<file path="src/rtl/irqc_pkg.sv">
package irqc_pkg;
  typedef enum logic {IRQ_LEVEL = 1'b0, IRQ_PULSE = 1'b1} irq_mode_e;

  function automatic int cnt_width(input int n);
    return (n > 1) ? $clog2(n) : 1;
  endfunction
endpackage

</file>
<file path="src/rtl/irqc_router.sv">
module irqc_router #(
  parameter int NUM_COND = 8,
  parameter int NUM_GP   = 3,
  parameter int MAP_W    = 2
) (
  input  logic [NUM_COND-1:0]        evt,
  input  logic [NUM_COND*MAP_W-1:0]  map,
  output logic [NUM_GP*NUM_COND-1:0] hits
);
  for (genvar g = 0; g < NUM_GP; g++) begin : g_out
    for (genvar c = 0; c < NUM_COND; c++) begin : g_cond
      assign hits[g*NUM_COND+c] = evt[c] && (map[c*MAP_W +: MAP_W] == MAP_W'(g+1));
    end
  end
endmodule

</file>
<file path="src/rtl/irqc_gp_chan.sv">
module irqc_gp_chan
  import irqc_pkg::*;
#(
  parameter int NUM_COND     = 8,
  parameter int PULSE_CYCLES = 16
) (
  input  logic                clk,
  input  logic                rst,
  input  logic [NUM_COND-1:0] hits,
  input  logic                pulse_mode,
  input  logic                mask,
  input  logic                rd,
  output logic [NUM_COND-1:0] status_q,
  output logic                irq_n_q
);
  localparam int CNT_W = cnt_width(PULSE_CYCLES);

  logic [NUM_COND-1:0] status_d;
  logic [CNT_W-1:0]    cnt_q, cnt_d;
  logic                busy_q, busy_d;
  logic                start, level_low, pin_low;
  irq_mode_e           mode;

  assign mode      = irq_mode_e'(pulse_mode);
  assign status_d  = (status_q & ~{NUM_COND{rd}}) | hits;
  assign level_low = (|status_d) && !mask;
  assign start     = (mode == IRQ_PULSE) && (|hits) && !mask && !busy_q;

  always_comb begin
    busy_d = busy_q;
    cnt_d  = cnt_q;
    if (start) begin
      busy_d = 1'b1;
      cnt_d  = CNT_W'(PULSE_CYCLES - 1);
    end else if (busy_q) begin
      if (cnt_q == '0) busy_d = 1'b0;
      else             cnt_d  = cnt_q - 1'b1;
    end
  end

  assign pin_low = (mode == IRQ_PULSE) ? busy_d : level_low;

  always_ff @(posedge clk) begin
    if (rst) begin
      status_q <= '0;
      busy_q   <= 1'b0;
      cnt_q    <= '0;
      irq_n_q  <= 1'b1;
    end else begin
      status_q <= status_d;
      busy_q   <= busy_d;
      cnt_q    <= cnt_d;
      irq_n_q  <= !pin_low;
    end
  end

  // unmasked level pin follows the latched status word
  a_r3_level_pin: assert property (@(posedge clk) disable iff (rst)
    (!pulse_mode && !mask) |=> (irq_n_q == !(|status_q)));
  // a masked level pin stays inactive
  a_r5_masked_quiet: assert property (@(posedge clk) disable iff (rst)
    (!pulse_mode && mask) |=> irq_n_q);
  // an event colliding with a read survives it
  a_r4_read_collision: assert property (@(posedge clk) disable iff (rst)
    rd |=> ((status_q & $past(hits)) == $past(hits)));
  // a pulse counts down one step per cycle while active
  a_r6_pulse_count: assert property (@(posedge clk) disable iff (rst)
    (busy_q && cnt_q != '0) |=> (busy_q && cnt_q == CNT_W'($past(cnt_q) - 1'b1)));
  // a pulse ends when its count reaches zero, new events do not extend it
  a_r7_pulse_ends: assert property (@(posedge clk) disable iff (rst)
    (busy_q && cnt_q == '0) |=> !busy_q);
  // in pulse mode the pin reflects the pulse state
  a_r6_pulse_pin: assert property (@(posedge clk) disable iff (rst)
    pulse_mode |=> (irq_n_q == !busy_q));
  // a pulse only begins after an unmasked cycle
  a_r8_no_masked_pulse: assert property (@(posedge clk) disable iff (rst)
    $rose(busy_q) |-> !$past(mask));
endmodule

</file>
<file path="src/rtl/irqc_err.sv">
module irqc_err #(
  parameter int NUM_ERR = 4
) (
  input  logic               clk,
  input  logic               rst,
  input  logic [NUM_ERR-1:0] cond,
  input  logic               rd,
  output logic [NUM_ERR-1:0] stat_q,
  output logic               err_n_q
);
  logic [NUM_ERR-1:0] cond_q, rise, stat_d;

  assign rise   = cond & ~cond_q;
  assign stat_d = ((stat_q & ~{NUM_ERR{rd}}) | rise) & cond;

  always_ff @(posedge clk) begin
    if (rst) begin
      cond_q  <= '0;
      stat_q  <= '0;
      err_n_q <= 1'b1;
    end else begin
      cond_q  <= cond;
      stat_q  <= stat_d;
      err_n_q <= !(|stat_d);
    end
  end

  // error pin is low exactly when status holds a bit
  a_r9_err_pin: assert property (@(posedge clk) disable iff (rst)
    err_n_q == !(|stat_q));
  // no status bit survives the removal of its condition
  a_r10_clear_on_removal: assert property (@(posedge clk) disable iff (rst)
    (stat_q & ~$past(cond)) == '0);
endmodule

</file>
<file path="src/rtl/irq_route_ctrl.sv">
module irq_route_ctrl
  import irqc_pkg::*;
#(
  parameter int NUM_COND     = 8,
  parameter int NUM_GP       = 3,
  parameter int NUM_ERR      = 4,
  parameter int PULSE_CYCLES = 16,
  parameter int MAP_W        = $clog2(NUM_GP + 1)
) (
  input  logic                       clk,
  input  logic                       rst,
  input  logic [NUM_COND-1:0]        evt_strobe,
  input  logic [NUM_COND*MAP_W-1:0]  evt_map,
  input  logic [NUM_GP-1:0]          gp_pulse_mode,
  input  logic [NUM_GP-1:0]          gp_mask,
  input  logic [NUM_GP-1:0]          gp_stat_rd,
  input  logic [NUM_ERR-1:0]         err_cond,
  input  logic                       err_stat_rd,
  output logic [NUM_GP*NUM_COND-1:0] gp_status,
  output logic [NUM_ERR-1:0]         err_status,
  output logic [NUM_GP-1:0]          irq_n,
  output logic                       err_n
);
  logic [NUM_GP*NUM_COND-1:0] hits;

  irqc_router #(.NUM_COND(NUM_COND), .NUM_GP(NUM_GP), .MAP_W(MAP_W)) router_i (
    .evt  (evt_strobe),
    .map  (evt_map),
    .hits (hits)
  );

  for (genvar g = 0; g < NUM_GP; g++) begin : g_chan
    irqc_gp_chan #(.NUM_COND(NUM_COND), .PULSE_CYCLES(PULSE_CYCLES)) chan_i (
      .clk        (clk),
      .rst        (rst),
      .hits       (hits[g*NUM_COND +: NUM_COND]),
      .pulse_mode (gp_pulse_mode[g]),
      .mask       (gp_mask[g]),
      .rd         (gp_stat_rd[g]),
      .status_q   (gp_status[g*NUM_COND +: NUM_COND]),
      .irq_n_q    (irq_n[g])
    );
  end

  irqc_err #(.NUM_ERR(NUM_ERR)) err_i (
    .clk     (clk),
    .rst     (rst),
    .cond    (err_cond),
    .rd      (err_stat_rd),
    .stat_q  (err_status),
    .err_n_q (err_n)
  );

  // each strobe reaches at most one pin
  a_r2_single_route: assert property (@(posedge clk) disable iff (rst)
    $countones(hits) <= $countones(evt_strobe));
  // pins are inactive in the first cycle after reset
  a_r1_reset_idle: assert property (@(posedge clk)
    $past(rst) |-> (irq_n == '1 && err_n && gp_status == '0 && err_status == '0));
endmodule

</file>
<file path="config.mk">
export PLATFORM = sky130hd
export DESIGN_NAME = irq_route_ctrl
export DESIGN_NICKNAME = d
export VERILOG_FILES = /design/src/rtl/irqc_pkg.sv /design/src/rtl/irqc_router.sv /design/src/rtl/irqc_gp_chan.sv /design/src/rtl/irqc_err.sv /design/src/rtl/irq_route_ctrl.sv
export SDC_FILE = /design/constraint.sdc
export NUM_CORES = 1
export LEC_CHECK = 0
export BUFFER_PORTS_ARGS = -buffer_cell sky130_fd_sc_hd__buf_2
export CAP_MARGIN = 20
export CELL_PAD_IN_SITES_DETAIL_PLACEMENT = 1
export CELL_PAD_IN_SITES_GLOBAL_PLACEMENT = 1
export CORE_MARGIN = 2
export CORE_UTILIZATION = 39
export DETAILED_ROUTE_END_ITERATION = 8
export PLACE_DENSITY_LB_ADDON = 0.25
export SLEW_MARGIN = 20
export SYNTH_ARGS = -nofsm -noshare
export SYNTH_HDL_FRONTEND = slang
export SYNTH_SLANG_ARGS = --single-unit
</file>
<file path="constraint.sdc">
create_clock -name clk -period 3.1 [get_ports clk]
set_input_delay 0.465 -clock clk [delete_from_list [all_inputs] [get_ports clk]]
set_output_delay 0.465 -clock clk [all_outputs]
set_load 0.02 [all_outputs]
</file>
==> results.py, run 1 <==
metrics = {
    "status": {
        "status": "finished, final reports clean",
    },
    "synthesis": {
        "synth-seq-cells": 51,
        "synth-edff-count": 0,
        "synth.yosys.warnings": 0,
        "netlist_area_mm2": 0.00213,
        "syn_inst": 242,
        "synth-async-reset-ratio_pct": 0,
        "syn-num-nets": 285,
        "synth_top_family_by_area": "simple AND/OR/NAND/NOR gates",
        "yosys.area_share.simple_pct": 20.6,
        "yosysSeqAreaShare_pct": 47.9,
        "synth.area.top_cells": "dfxtp_1 48%, a21oi_1 5.2%, nor2_1 4.6%, nor2b_1 4.1%, inv_1 3.9%",
        "yosys.area.top_type": "dfxtp_1",
        "synth.distinct_cells": 30,
        "synth_xor_area_share_pct": 3.70,
        "yosys-top-cells-count": "51 x dfxtp_1, 26 x nor2_1, 22 x a21oi_1, 22 x inv_1, 17 x nand2_1",
        "synthMuxAreaShare_pct": 0,
        "synth.top_cell.area_share_pct": 47.9,
        "synth-adder-area-share_pct": 1.76,
        "avgSynthCellArea_um2": 8.80,
        "synth-compound-area-share_pct": 20.3,
        "synth_flop_cell": "dfxtp_1",
        "synthMostInstantiatedCell": "dfxtp_1",
    },
    "clock_tree": {
        "post_cts_buffers": 0,
        "cts_tree": "yes",
        "clk_latency_ns": 0.30,
        "cts_buffers": 5,
        "cts_resized": 0,
        "root_buffer": "clkbuf_8",
        "clk_path_buf_depth": 2,
        "clkSlewWorstSetupHoldPaths_ns": 0.09,
        "cts.hold.buffers_added": 0,
        "cts.sinks": 51,
        "cts.htree.levels": 2,
    },
    "sta": {
        "setup_viol": 0,
        "skew_ns": 0.00375,
        "tns_ns": 0,
        "fin_crit_sh_pct": 61.3,
        "rsz0062_at_grt": "no",
        "finalMaxSlewViolations": 0,
        "report.final.hold_viol_count": 0,
        "tightest_slew_ns": 0.938,
        "clock.fmax_ghz": 0.526,
        "fin_crit_ns": 1.90,
        "max_slew_margin_pct": 36.9,
    },
    "floorplan": {
        "rows": 26,
        "die_w_um": 77.9,
        "coreArea_mm2": 0.00520,
        "start_util_pct": 40.9,
        "die_y_um": 77.9,
        "io_pins": 72,
        "dieArea_mm2": 0.00607,
    },
    "critical_path": {
        "cpMostUsedCell": "inv_1",
        "worst_path_largest_cell_delay_ns": 0.75,
        "crit_path_end_kind": "flip-flop",
        "slowest_stage": "o31ai_1",
        "start_kind": "flip-flop",
        "r2r_cells": 7,
        "crit_arrival_ns": 2.08,
        "worst-setup-path-type": "reg2reg",
        "crit_chain": "inv_1, ha_1, inv_1, o31ai_1, nor4_1, xnor2_1, a21oi_1",
        "r2r_slack_ns": 1.20,
        "cp_max_fo": 7,
        "required_ns": 3.28,
    },
    "pwr": {
        "vdd_drop_max_mv": 0.219,
        "p_sw_share_pct": 28.5,
        "power.internal_w": 0.000959,
        "combPwrFrac_pct": 17.8,
        "p_seq_share_pct": 53.9,
        "netSwitchingPower_w": 0.000382,
        "powerDensity_mw_per_mm2": 511,
        "p_leak_nw": 1.23,
        "clockPowerShare_pct": 28.3,
    },
    "placed_design": {
        "globalplace.congestion": 0.821,
        "port_buffers": 71,
        "place_hpwl_um": 4510,
    },
    "flow_run": {
        "cap_viol_max_count": 0,
    },
    "detailed_routing": {
        "wire_per_inst_um": 14.6,
        "drt_iter0_markers": 36,
        "first_pass_iters": 4,
        "routed_wl_um": 5590,
        "vias_per_cell": 5.01,
        "ant_nets": 0,
        "drc": 0,
        "vias": 1924,
    },
    "finish": {
        "filler_cell_count": 671,
        "nNetsFinal": 356,
        "layout-drive-gt1-share_pct": 26.8,
        "antennaDiodeCount": 0,
        "final_util_pct": 50.5,
        "synthToLayoutAreaGrowth_pct": 23.3,
    },
    "global_route": {
        "grt_pass1_vias": 1964,
        "grt_usage_pct": 19.0,
        "grt_start_max_net_pins": 25,
        "grt.overflow.total": 0,
        "antenna_found_initial": 0,
        "grt_pass1_wl_um": 9140,
    },
    "worst_hold_path": {
        "holdPathStages": 2,
        "hold_path_class": "in2reg",
    },
}
==> critical path: cells and delay by family, from the launching register on <==
family | cells | cell delay [ns]
fa+ha+maj | 1 | 0.15
compound gates | 2 | 0.84
buf+inv | 2 | 0.13
xor+xnor | 1 | 0.20
flops | 1 | 0.33
simple gates | 1 | 0.14
==> cells by family (layout without fill, tap and decap cells) <==
family,Yosys count,count (layout)
and+or+nand+nor,86,86
AOI/OAI and AO/OA,63,63
DFF,51,51
buffers and inverters,30,102
xor gates and xnor gates,9,9
adders and majority gates,3,3
==> per-layer routing <==
metal	wire (µm)	GRT usage, %	up-vias
li1	-	-	979
met1	2380	21.5	899
met2	2920	35.7	41
met3	250	4.30	5
met4	50	4.74	0
met5	0	0	-
==> area by class of cell <==
cell class	instances	area, µm²	share of cell area (%)
sequential	51	1020	38.9
multi-input combinational	161	986	37.5
timing repair buffer	72	363	13.8
tap	70	87.6	3.33
inverter	22	82.6	3.14
clock buffer	5	68.8	2.62
clock inverter	3	18.8	0.714
==> metrics by stage <==
stage / setup slack [ns] / std cells / hold WS, ns / power (W) / cell area, µm²
2_1_floorplan: 1.40 / 242 / 0.418 / 0.000892 / 2130
3_3_place_gp: 1.18 / 376 / 0.431 / 0.000973 / 2540
3_5_place_dp: 1.15 / 376 / 0.451 / 0.000981 / 2540
4_1_cts: 1.20 / 384 / 0.398 / 0.00136 / 2630
5_1_grt: 0.998 / 384 / 0.420 / 0.00141 / 2630
6_report: 1.20 / 384 / 0.401 / 0.00134 / 2630
==> placed cells by master, fill, tap and decap left out, types with 9 or more instances in the layout <==
cell type and instances:
buf_2 71, dfxtp_1 51, nor2_1 26, inv_1 22
a21oi_1 22, nand2_1 17, nor2b_1 14, nand3_1 9
xnor2_1 9
==> power by group through the flow <==
| stage | Combinational [W] | Clock, W | Sequential (W) |
|---|---|---|---|
| floorplan | 0.000138 | 0 | 0.000754 |
| global placement | 0.000236 | 0 | 0.000738 |
| detailed placement | 0.000242 | 0 | 0.000739 |
| CTS | 0.000243 | 0.000391 | 0.000724 |
| global route | 0.000270 | 0.000411 | 0.000729 |
| finish | 0.000239 | 0.000379 | 0.000724 |
==> state kept, by name (all words and copies together), names as in the netlist <==
signal                  count
g_chan.chan_i.status_q     24
g_chan.chan_i.cnt_q        12
err_i.cond_q                4
err_i.stat_q                4
g_chan.chan_i.busy_q        3
g_chan.chan_i.irq_n_q       3
err_i.err_n_q               1
==> path summary, 6_finish.rpt <==
check	startpoint	endpoint
hold / removal	err_cond[3]	err_i.cond_q[3]
setup reg to reg	g_chan[0].chan_i.cnt_q[0]	g_chan[0].chan_i.cnt_q[3]
setup / recovery	g_chan[0].chan_i.cnt_q[0]	g_chan[0].chan_i.cnt_q[3]
hold reg to reg	err_i.cond_q[3]	err_i.stat_q[3]
No activity file was read; power rests on OpenSTA's default activity.
==> run 2: changes to the inputs <==
CORE_UTILIZATION = 36   (was 39)
clock period = 1.8 ns   (was 3.1 ns; I/O delays follow)
==> run 2 against run 1 <==
  * Register-to-register slack got worse by 0.90 ns
  * Die area rose by 7.9%
  * Combinational power rose by 80%
  * Sequential share of layout area fell by 0.87 points
  * Sequential power rose by 73%
  * Utilization fell by 4.3 points
  * Global-route usage rose by 0.20 points
  * Cell area rose by 2.3%
  * Largest power group unchanged
==> results.py, run 2 (synthesis results as in run 1) <==
metrics = {
    "floorplan": {
        "coreArea_mm2": 0.00582,
        "dieArea_mm2": 0.00655,
        "rows": 28,
        "die_w_um": 80.9,
        "start_util_pct": 36.6,
        "io_pins": 72,
        "die_y_um": 80.9,
    },
    "clock_tree": {
        "cts.htree.levels": 2,
        "clk_path_buf_depth": 2,
        "root_buffer": "clkbuf_8",
        "cts.sinks": 51,
        "clkSlewWorstSetupHoldPaths_ns": 0.10,
        "cts.hold.buffers_added": 0,
        "post_cts_buffers": 0,
        "cts_resized": 0,
        "cts_buffers": 5,
        "cts_tree": "yes",
        "clk_latency_ns": 0.30,
    },
    "critical_path": {
        "crit_family": "compound AO/OA/AOI/OAI gates",
        "cpMostUsedCell": "inv_1",
        "r2r_cells": 8,
        "cp_max_fo": 3,
        "required_ns": 1.99,
        "worst-setup-path-type": "reg2reg",
        "slowest_stage": "o31ai_1",
        "rr_startpoint": "g_chan[1].chan_i.cnt_q[0]",
        "timing.rr.end": "g_chan[1].chan_i.cnt_q[2]",
        "start_kind": "flip-flop",
        "crit_chain": "inv_1, ha_1, inv_1, o31ai_1, buf_4, nor2_1, xnor2_1, a21oi_1",
        "crit_arrival_ns": 1.70,
        "crit_path_end_kind": "flip-flop",
        "r2r_slack_ns": 0.30,
        "critPathBufInv": 3,
        "cp.depth": 8,
        "worst_path_largest_cell_delay_ns": 0.33,
    },
    "sta": {
        "skew_ns": 0.00710,
        "tns_ns": 0,
        "max_slew_margin_pct": 58.2,
        "fin_crit_ns": 1.50,
        "fin_crit_sh_pct": 83.6,
        "report.final.hold_viol_count": 0,
        "tightest_slew_ns": 0.624,
        "setup_viol": 0,
        "timing.final.ws_setup_ns": 0.295,
        "rsz0062_at_grt": "no",
        "finalMaxSlewViolations": 0,
        "clock.fmax_ghz": 0.665,
    },
    "worst_hold_path": {
        "min-delay-start": "err_cond[1]",
        "holdPathStages": 2,
        "min_to": "err_i.cond_q[1]",
        "hold_path_class": "in2reg",
    },
    "finish": {
        "layout-drive-gt1-share_pct": 27.7,
        "reg_top3": "g_chan.chan_i.status_q: 24 flops, g_chan.chan_i.cnt_q: 12 flops",
        "final_common_cell": "buf_2",
        "filler_cell_count": 751,
        "nNetsFinal": 360,
        "largest_register_ffs": 24,
        "regMostFlops": "g_chan.chan_i.status_q",
        "antennaDiodeCount": 0,
        "mostFrequentLayoutCells": "71 x buf_2, 51 x dfxtp_1, 26 x nor2_1",
        "synthToLayoutAreaGrowth_pct": 26.1,
    },
    "detailed_routing": {
        "drt_iter0_markers": 90,
        "ant_nets": 0,
        "vias": 1971,
        "routed_wl_um": 5890,
        "first_pass_iters": 4,
        "vias_per_cell": 5.02,
        "drc": 0,
        "wire_per_inst_um": 15.0,
    },
    "global_route": {
        "gr-usage-met1_pct": 25.0,
        "grt.busiest_layer": "met2",
        "grt_pass1_vias": 1972,
        "grt_start_max_net_pins": 34,
        "antenna_found_initial": 0,
        "grt_usage_pct": 19.2,
        "met3_usage_pct": 4.44,
        "gr-usage-met2_pct": 31.7,
        "grt.overflow.total": 0,
        "grt_pass1_wl_um": 9610,
    },
    "pwr": {
        "p_leak_nw": 1.25,
        "vdd_drop_max_mv": 0.521,
        "powerDensity_mw_per_mm2": 888,
    },
    "placed_design": {
        "globalplace.congestion": 0.819,
        "place_hpwl_um": 4670,
        "port_buffers": 71,
        "place_ws_ns": 0.0462,
    },
    "status": {
        "status": "finished, final reports clean",
    },
    "flow_run": {
        "cap_viol_max_count": 0,
    },
}
run 2: cell types whose count changed in the layout (fill, tap and decap cells not counted), sizes merged:
| cell | before | now |
|---|---|---|
| clkbuf | 5 | 6 |
| buf | 72 | 76 |
| clkinvlp | 0 | 1 |
| clkinv | 2 | 1 |
| inv | 23 | 22 |
run 2: final cells by class:
cell class / instances / area [µm²] / area share [%]
Clock inverter: 2 / 16.3 / 0.605
Inverter: 22 / 82.6 / 3.07
Multi-Input combinational cell: 161 / 986 / 36.7
Clock buffer: 6 / 82.6 / 3.07
Tap cell: 75 / 93.8 / 3.49
Timing Repair Buffer: 76 / 405 / 15.1
Sequential cell: 51 / 1020 / 38.0
run 2: power by group:
group	switching (W)	internal, W	leakage, nW
clock network	0.000393	0.000314	0.0474
registers	0.0000441	0.00120	0.419
logic	0.000248	0.000183	0.787
total	0.000685	0.00170	1.25
run 2: per-stage QoR:
step,hold WS [ns],utilization [%],instance area [µm²],cells,total power [W]
after global routing,0.203,46.2,2690,393,0.00253
final,0.210,46.2,2690,393,0.00239
after detailed placement,0.453,44.5,2590,385,0.00171
after CTS,0.208,46.2,2690,393,0.00242
after floorplan,0.418,-,2130,242,0.00154
after global placement,0.437,44.5,2590,385,0.00170
run 2: worst max-delay path by stage:
stage                                           end  slack [ns]                          from
after floorplan           g_chan[2].chan_i.cnt_q[3]        0.25     g_chan[2].chan_i.cnt_q[0]
after detailed placement  g_chan[0].chan_i.cnt_q[3]        0.05                    evt_map[4]
after CTS                  g_chan[2].chan_i.irq_n_q        0.26  g_chan[2].chan_i.status_q[3]
after global routing      g_chan[1].chan_i.cnt_q[2]        0.14     g_chan[1].chan_i.cnt_q[0]
final                     g_chan[1].chan_i.cnt_q[2]        0.30     g_chan[1].chan_i.cnt_q[0]
after global placement     g_chan[0].chan_i.irq_n_q        0.09                    evt_map[4]
run 2: layer usage:
metal  wire length [µm]  share of wire [%]  up-vias
met5                  0                  0        -
met2               2830                 48       51
met3                277                4.7        6
met1               2720                 46      927
li1                   -                  -      987
met4                 65                1.1        0
==> run 3: changes to the inputs <==
CORE_UTILIZATION = 32   (was 36)
clock period = 1.33 ns   (was 1.8 ns; I/O delays follow)
==> run 3 against run 2 <==
  * The run now ends with setup timing left
  * Via count up 14%
  * Flip-flop and latch count is the same
  * Critical path depth down 3
  * Utilization increased by 6.7 points
  * Wire length increased by 27%
  * Register-to-register slack lost 0.40 ns
  * Global-route usage up 0.30 points
  * Combinational power grew 120%
==> results.py, run 3 (synthesis results as in run 1) <==
metrics = {
    "critical_path": {
        "startpoint": "evt_strobe[1]",
        "start_kind": "input port",
        "crit_arrival_ns": 1.64,
        "crit_path_end_kind": "flip-flop",
        "timing.rr.end": "g_chan[0].chan_i.cnt_q[3]",
        "cp_max_fo": 6,
        "rr_startpoint": "g_chan[0].chan_i.cnt_q[0]",
        "required_ns": 1.52,
        "r2r_cells": 8,
        "r2r_slack_ns": -0.10,
        "worst-setup-path-type": "in2reg",
        "crit_end": "g_chan[0].chan_i.cnt_q[2]",
    },
    "worst_hold_path": {
        "hold_path_class": "in2reg",
        "min-delay-start": "err_cond[3]",
    },
    "global_route": {
        "gr-usage-met2_pct": 35.4,
        "grt_pass1_vias": 2372,
        "grt_start_max_net_pins": 43,
        "grt.overflow.total": 0,
        "met3_usage_pct": 3.56,
        "antenna_found_initial": 0,
        "grt_usage_pct": 19.5,
        "grt.busiest_layer": "met2",
        "gr-usage-met1_pct": 22.9,
        "grt_pass1_wl_um": 11300,
    },
    "pwr": {
        "powerDensity_mw_per_mm2": 1080,
        "p_total_w": 0.00363,
        "vdd_drop_max_mv": 0.453,
        "p_leak_nw": 1.56,
    },
    "detailed_routing": {
        "drt_iter0_markers": 86,
        "drc": 0,
        "first_pass_iters": 4,
        "routed_wl_um": 7460,
        "vias_per_cell": 4.99,
        "wire_per_inst_um": 16.6,
        "vias": 2245,
        "ant_nets": 0,
    },
    "sta": {
        "report.final.hold_viol_count": 0,
        "max_slew_margin_pct": 70.7,
        "fin_crit_sh_pct": 109,
        "tightest_slew_ns": 0.439,
        "timing.final.ws_setup_ns": -0.123,
        "setup_viol": 8,
        "fin_crit_ns": 1.45,
        "skew_ns": 0.0163,
        "rsz0062_at_grt": "yes",
        "finalMaxSlewViolations": 0,
        "clock.fmax_ghz": 0.688,
    },
    "finish": {
        "final_common_cell": "buf_2",
        "synthToLayoutAreaGrowth_pct": 58.5,
        "regMostFlops": "g_chan.chan_i.status_q",
        "largest_register_ffs": 24,
        "antennaDiodeCount": 0,
        "reg_top3": "g_chan.chan_i.status_q: 24 flops, g_chan.chan_i.cnt_q: 12 flops",
        "layout-drive-gt1-share_pct": 50.7,
        "nNetsFinal": 415,
        "mostFrequentLayoutCells": "65 x buf_2, 54 x buf_4, 42 x dfxtp_1",
    },
    "floorplan": {
        "die_w_um": 85.6,
        "die_y_um": 85.6,
        "dieArea_mm2": 0.00733,
        "rows": 29,
        "coreArea_mm2": 0.00639,
        "start_util_pct": 33.4,
        "io_pins": 72,
    },
    "clock_tree": {
        "cts.sinks": 51,
        "clk_latency_ns": 0.32,
        "cts_tree": "yes",
        "cts.htree.levels": 2,
        "clkSlewWorstSetupHoldPaths_ns": 0.11,
        "root_buffer": "clkbuf_8",
        "clk_path_buf_depth": 2,
        "cts_buffers": 5,
    },
    "flow_run": {
        "cap_viol_max_count": 0,
    },
    "placed_design": {
        "globalplace.congestion": 0.835,
        "place_ws_ns": -0.362,
        "place_hpwl_um": 5120,
        "port_buffers": 71,
    },
    "status": {
        "status": "complete, but fails checks",
        "violations": "setup timing",
    },
}
[run 3: changes by cell type in the layout (fill, tap and decap cells not counted), moves of 4 or more]
cell	previous run	this run
buf_4	4	54
inv_1	22	11
buf_6	0	10
inv_2	0	10
dfxtp_1	51	42
dfxtp_2	0	9
buf_2	71	65
xnor2_1	9	5
xnor2_2	0	4
[run 3: final cells by class]
type                            instances  area [µm²]
Clock buffer                            5        68.8
Multi-Input combinational cell        161        1180
Tap cell                               77        96.3
Clock inverter                          3        27.5
Inverter                               22        85.1
Sequential cell                        51        1030
Timing Repair Buffer                  131         883
Fill cell                             769        3010
[run 3: report_power, final]
part / internal [W] / switching [W]
Sequential: 0.00164 / 0.0000827
Combinational: 0.000472 / 0.000468
Clock: 0.000388 / 0.000585
Total: 0.00249 / 0.00114
[run 3: timing repair]
item,4_1_cts,5_1_grt
pin swaps,16,17
hold buffers,0,0
cloned,0,0
endpoints found under the hold margin,0,0
setup buffers,11,7
gates resized for setup,40,21
endpoints found under the setup margin,13,17
[run 3: how the worst min path moves through the flow]
stage / depth (start not counted) / to
2_1_floorplan: 1 / err_i.cond_q[0]
3_3_place_gp: 1 / err_i.stat_q[0]
3_5_place_dp: 1 / err_i.stat_q[3]
4_1_cts: 2 / err_i.cond_q[3]
5_1_grt: 2 / err_i.cond_q[1]
6_report: 2 / err_i.cond_q[3]
[run 3: metrics by stage]
step           area [µm²]  std cells  utilization, %  TNS (ns)  hold WS, ns
2_1_floorplan        2170        242               -    -0.649        0.357
3_3_place_gp         2910        424            45.6     -3.31        0.433
3_5_place_dp         2910        424            45.6     -3.61        0.441
4_1_cts              3230        443            50.5    -0.352        0.120
5_1_grt              3380        450            52.9     -1.46        0.119
6_report             3380        450            52.9    -0.840        0.116
[run 3: worst max-delay path, stage by stage]
cell and delay (ns):
buf_6 0.09, and3b_2 0.21, or4_4 0.55, o311ai_4 0.45, a21oi_1 0.14
[run 3: metal layers]
| metal | routed length (µm) | share of wire [%] |
|---|---|---|
| met4 | 95 | 1.3 |
| met1 | 3230 | 43 |
| met2 | 3790 | 51 |
| met3 | 342 | 4.6 |
| met5 | 0 | 0 |
